$ cat src/rtl/dual_dac_latch_if.sv
module dual_dac_latch_if #(
  parameter int DW          = 12,
  parameter int SYNC_STAGES = 2
) (
  input  logic          clk,
  input  logic          rst_n,
  input  logic [DW-1:0] bus_data,
  input  logic          sel_a_n,
  input  logic          sel_b_n,
  input  logic          wr_n,
  output logic [DW-1:0] code_a,
  output logic [DW-1:0] code_b,
  output logic          upd_a,
  output logic          upd_b
);

  localparam int LAST = SYNC_STAGES - 1;

  logic [SYNC_STAGES-1:0] wr_pipe, sa_pipe, sb_pipe;
  logic [DW-1:0]          dat_pipe [SYNC_STAGES];

  always_ff @(posedge clk or negedge rst_n) begin
    if (!rst_n) begin
      wr_pipe <= '1;
      sa_pipe <= '1;
      sb_pipe <= '1;
      for (int i = 0; i < SYNC_STAGES; i++) dat_pipe[i] <= '0;
    end else begin
      wr_pipe <= {wr_pipe[SYNC_STAGES-2:0], wr_n};
      sa_pipe <= {sa_pipe[SYNC_STAGES-2:0], sel_a_n};
      sb_pipe <= {sb_pipe[SYNC_STAGES-2:0], sel_b_n};
      dat_pipe[0] <= bus_data;
      for (int i = 1; i < SYNC_STAGES; i++) dat_pipe[i] <= dat_pipe[i-1];
    end
  end

  logic          wr_s, sa_s, sb_s;
  logic [DW-1:0] data_s;
  assign wr_s   = wr_pipe[LAST];
  assign sa_s   = sa_pipe[LAST];
  assign sb_s   = sb_pipe[LAST];
  assign data_s = dat_pipe[LAST];

  logic open_a, open_b, open_a_q, open_b_q;
  assign open_a = ~wr_s & ~sa_s;
  assign open_b = ~wr_s & ~sb_s;

  always_ff @(posedge clk or negedge rst_n) begin
    if (!rst_n) begin
      code_a   <= '0;
      code_b   <= '0;
      open_a_q <= 1'b0;
      open_b_q <= 1'b0;
      upd_a    <= 1'b0;
      upd_b    <= 1'b0;
    end else begin
      open_a_q <= open_a;
      open_b_q <= open_b;
      upd_a    <= open_a_q & ~open_a;
      upd_b    <= open_b_q & ~open_b;
      if (open_a) code_a <= data_s;
      if (open_b) code_b <= data_s;
    end
  end

endmodule


$ cat config.mk
export PLATFORM = sky130hd
export DESIGN_NAME = dual_dac_latch_if
export DESIGN_NICKNAME = d
export VERILOG_FILES = /design/src/rtl/dual_dac_latch_if.sv
export SDC_FILE = /design/constraint.sdc
export NUM_CORES = 1
export LEC_CHECK = 0
export BUFFER_PORTS_ARGS = -buffer_cell sky130_fd_sc_hd__buf_4
export CORE_ASPECT_RATIO = 0.7
export CORE_MARGIN = 2
export CORE_UTILIZATION = 51
export CTS_BUF_LIST = sky130_fd_sc_hd__clkbuf_8 sky130_fd_sc_hd__clkbuf_16
export CTS_CLUSTER_DIAMETER = 60
export DETAILED_ROUTE_END_ITERATION = 10
export GPL_TIMING_DRIVEN = 0
export HOLD_SLACK_MARGIN = 0.15
export PLACE_DENSITY_LB_ADDON = 0.12
export SLEW_MARGIN = 20
export SYNTH_ARGS = -nofsm -noshare
export SYNTH_HDL_FRONTEND = slang
export SYNTH_SLANG_ARGS = --single-unit
$ cat constraint.sdc
create_clock -name clk -period 1.62 [get_ports clk]
set_input_delay 0.081 -clock clk [delete_from_list [all_inputs] [get_ports clk]]
set_output_delay 0.081 -clock clk [all_outputs]
set_load 0.05 [all_outputs]
==> flow_summary.json <==
{
  "status": "complete, no violations",
  "syn-num-nets": 105,
  "clkTransAtPathRegs_ns": 0.06,
  "critPathKind": "register to register",
  "fp.dieW_um": 76.1,
  "synth_fa_ha_area_frac": 0,
  "final.setup.tns_ns": 0,
  "yosys.area_share.simple": 0.0202,
  "synth_top_area_frac": 0.700,
  "yosys.area.top_type": "dfrtp_1",
  "cp.required_ns": 1.82,
  "r2r-start": "wr_pipe[1]",
  "cts-buffers-inserted": 9,
  "yosysWarnings": 0,
  "ios": 43,
  "drive_above_1_share": 0.565,
  "fin_worst_skew_ns": 0.00500,
  "nets": 174,
  "tritoncts": "done",
  "hold_class": "register to register",
  "drt_iter0_markers": 30,
  "synth_area_leaders": "dfrtp_1, mux2_4, dfstp_2",
  "hold_viol": 0,
  "synth_top_family_by_area": "multiplexers",
  "post-dp-hpwl_mm": 1.73,
  "routabilityCongestion": 0.626,
  "drv_slew": 0,
  "worst_ep_arrival_time_ns": 1.43,
  "root_buffer": "clkbuf_8",
  "rsz0062_at_grt": "no",
  "area_growth_pct": 38.1,
  "reg2reg_depth": 3,
  "start_util": 0.529,
  "final_area_um2": 2570,
  "diodes": 0,
  "grt_start_max_net_pins": 59,
  "r2r_slack_ns": 0.39,
  "avgSynthCellArea_um2": 21.1,
  "synth_compound_area_frac": 0,
  "ant_nets": 0,
  "htreeDepth": 3,
  "clkSinkCount": 58,
  "chipHeight_um": 54.5,
  "dieArea_um2": 4150,
  "synthMuxAreaShare": 0.178,
  "ys_seq_area_frac": 0.785,
  "critPathLaunch": "wr_pipe[1]",
  "core-area_um2": 3510,
  "post_dp_cell_area_um2": 2240,
  "worst_ir_drop_vdd_mv": 0.899,
  "final_util": 0.730,
  "clkLatencyLatePin_ns": 0.32,
  "antenna_found_initial": 0,
  "maxCapViolCount": 0,
  "hold_path_startpoint": "dat_pipe[19]",
  "grt_pass1_wl_mm": 4.64,
  "min_path_cells": 0,
  "final.period_utilization": 0.756,
  "cp-endpoint": "code_b[7]",
  "synth_xor_area_frac": 0,
  "final_cell_mix": "dfrtp_1, buf_4, mux2_4, dlygate4sd3_1, clkbuf_8",
  "slew-limit-headroom": 0.550,
  "synth_cells": 88,
  "wirelength_mm": 2.84,
  "firstDrtPassIters": 3,
  "cts_resized": 0,
  "vias_per_cell": 4.43,
  "fmax_mhz": 816,
  "synth_cell_types": 9,
  "cts_buffer_depth": 2,
  "cp-start-kind": "register",
  "end_kind": "register",
  "port_buffers": 42,
  "grtUsageTotal": 0.167,
  "layout_commonest_cell": "dfrtp_1",
  "grt_pass1_vias": 976,
  "overflow": 0,
  "p_per_area_nw_per_um2": 1360,
  "post-route-min-period_ns": 1.23,
  "p_leak_nw": 1.22,
  "worstMarginPinSlew_ns": 0.675,
  "worst-path-max-fanout": 10,
  "syn_area_um2": 1860,
  "drc_errors": 0,
  "vias": 934,
  "ys_ff_latch": 58,
  "finalSetupViolations": 0,
  "rows": 18,
  "routedWlPerCell_um": 13.5,
  "r2r-end": "code_b[7]"
}
==> synthesized netlist by cell type (all sizes together) <==
library cell,n
and2b,1
buf,2
dfrtp,52
dfstp,6
mux2,24
nor2,2
nor2b,1
==> how the worst min path moves through the flow <==
stage	slack [ns]	end
after global placement	0.16	dat_pipe[23]
after global routing	0.35	data_s[10]
after floorplan	-0.21	code_a[0]
after detailed placement	0.17	code_b[11]
final	0.35	data_s[7]
after CTS	0.35	data_s[7]
==> layer usage <==
| layer | wire length [µm] | part of all wire | vias to the layer above | global-route usage |
|---|---|---|---|---|
| met3 | 223 | 0.079 | 2 | 0.117 |
| met1 | 1240 | 0.44 | 466 | 0.196 |
| li1 | - | - | 432 | - |
| met2 | 1370 | 0.48 | 34 | 0.238 |
| met5 | 0 | 0 | - | 0 |
| met4 | 9 | 0.0032 | 0 | 0.0727 |
==> logic make-up (layout without fill, tap and decap cells) <==
family | count (synthesis) | after routing
buf+inv | 2 | 75
flops | 58 | 58
mux | 24 | 24
simple gates | 4 | 4
==> power by group <==
group	leakage [nW]	switching, mW	internal [mW]	total [mW]
sequential	0.677	0.0677	1.59	1.66
clock	0.0961	0.495	0.615	1.11
combinational	0.448	0.446	0.283	0.728
total	1.22	1.01	2.49	3.49
==> timing repair <==
| item | 4_1_cts | 5_1_grt |
|---|---|---|
| buffers inserted | 0 | 0 |
| endpoints found under the hold margin | 67 | 0 |
| hold buffers | 16 | 0 |
==> through the flow <==
stage | setup WS, ns | cells | hold WS, ns | total power, mW
detailed placement | 0.399 | 180 | 0.170 | 2.39
finish | 0.395 | 211 | 0.346 | 3.49
global placement | 0.406 | 180 | 0.159 | 2.37
global route | 0.357 | 211 | 0.351 | 3.67
CTS | 0.390 | 211 | 0.348 | 3.54
floorplan | 0.456 | 88 | -0.215 | 2.14
==> worst max-delay path, stage by stage (launching register included) <==
cell and delay, ns:
dfstp_2 0.57, nor2_4 0.07, buf_6 0.16, mux2_4 0.30
==> area by class of cell <==
class / count / area, µm²
sequential: 58 / 1460
fill: 256 / 947
timing repair buffer: 58 / 475
multi-input combinational: 28 / 368
clock buffer: 11 / 151
tap: 50 / 62.6
buffer: 2 / 31.3
clock inverter: 4 / 18.8
==> state kept, by name, indices dropped and copies added (netlist names) <==
register  count
sb_pipe       2
upd_a         1
open_b_q      1
open_a_q      1
upd_b         1
code_b       12
code_a       12
wr_pipe       2
dat_pipe     12
data_s       12
sa_pipe       2
Power figures use the tool's default switching activity.
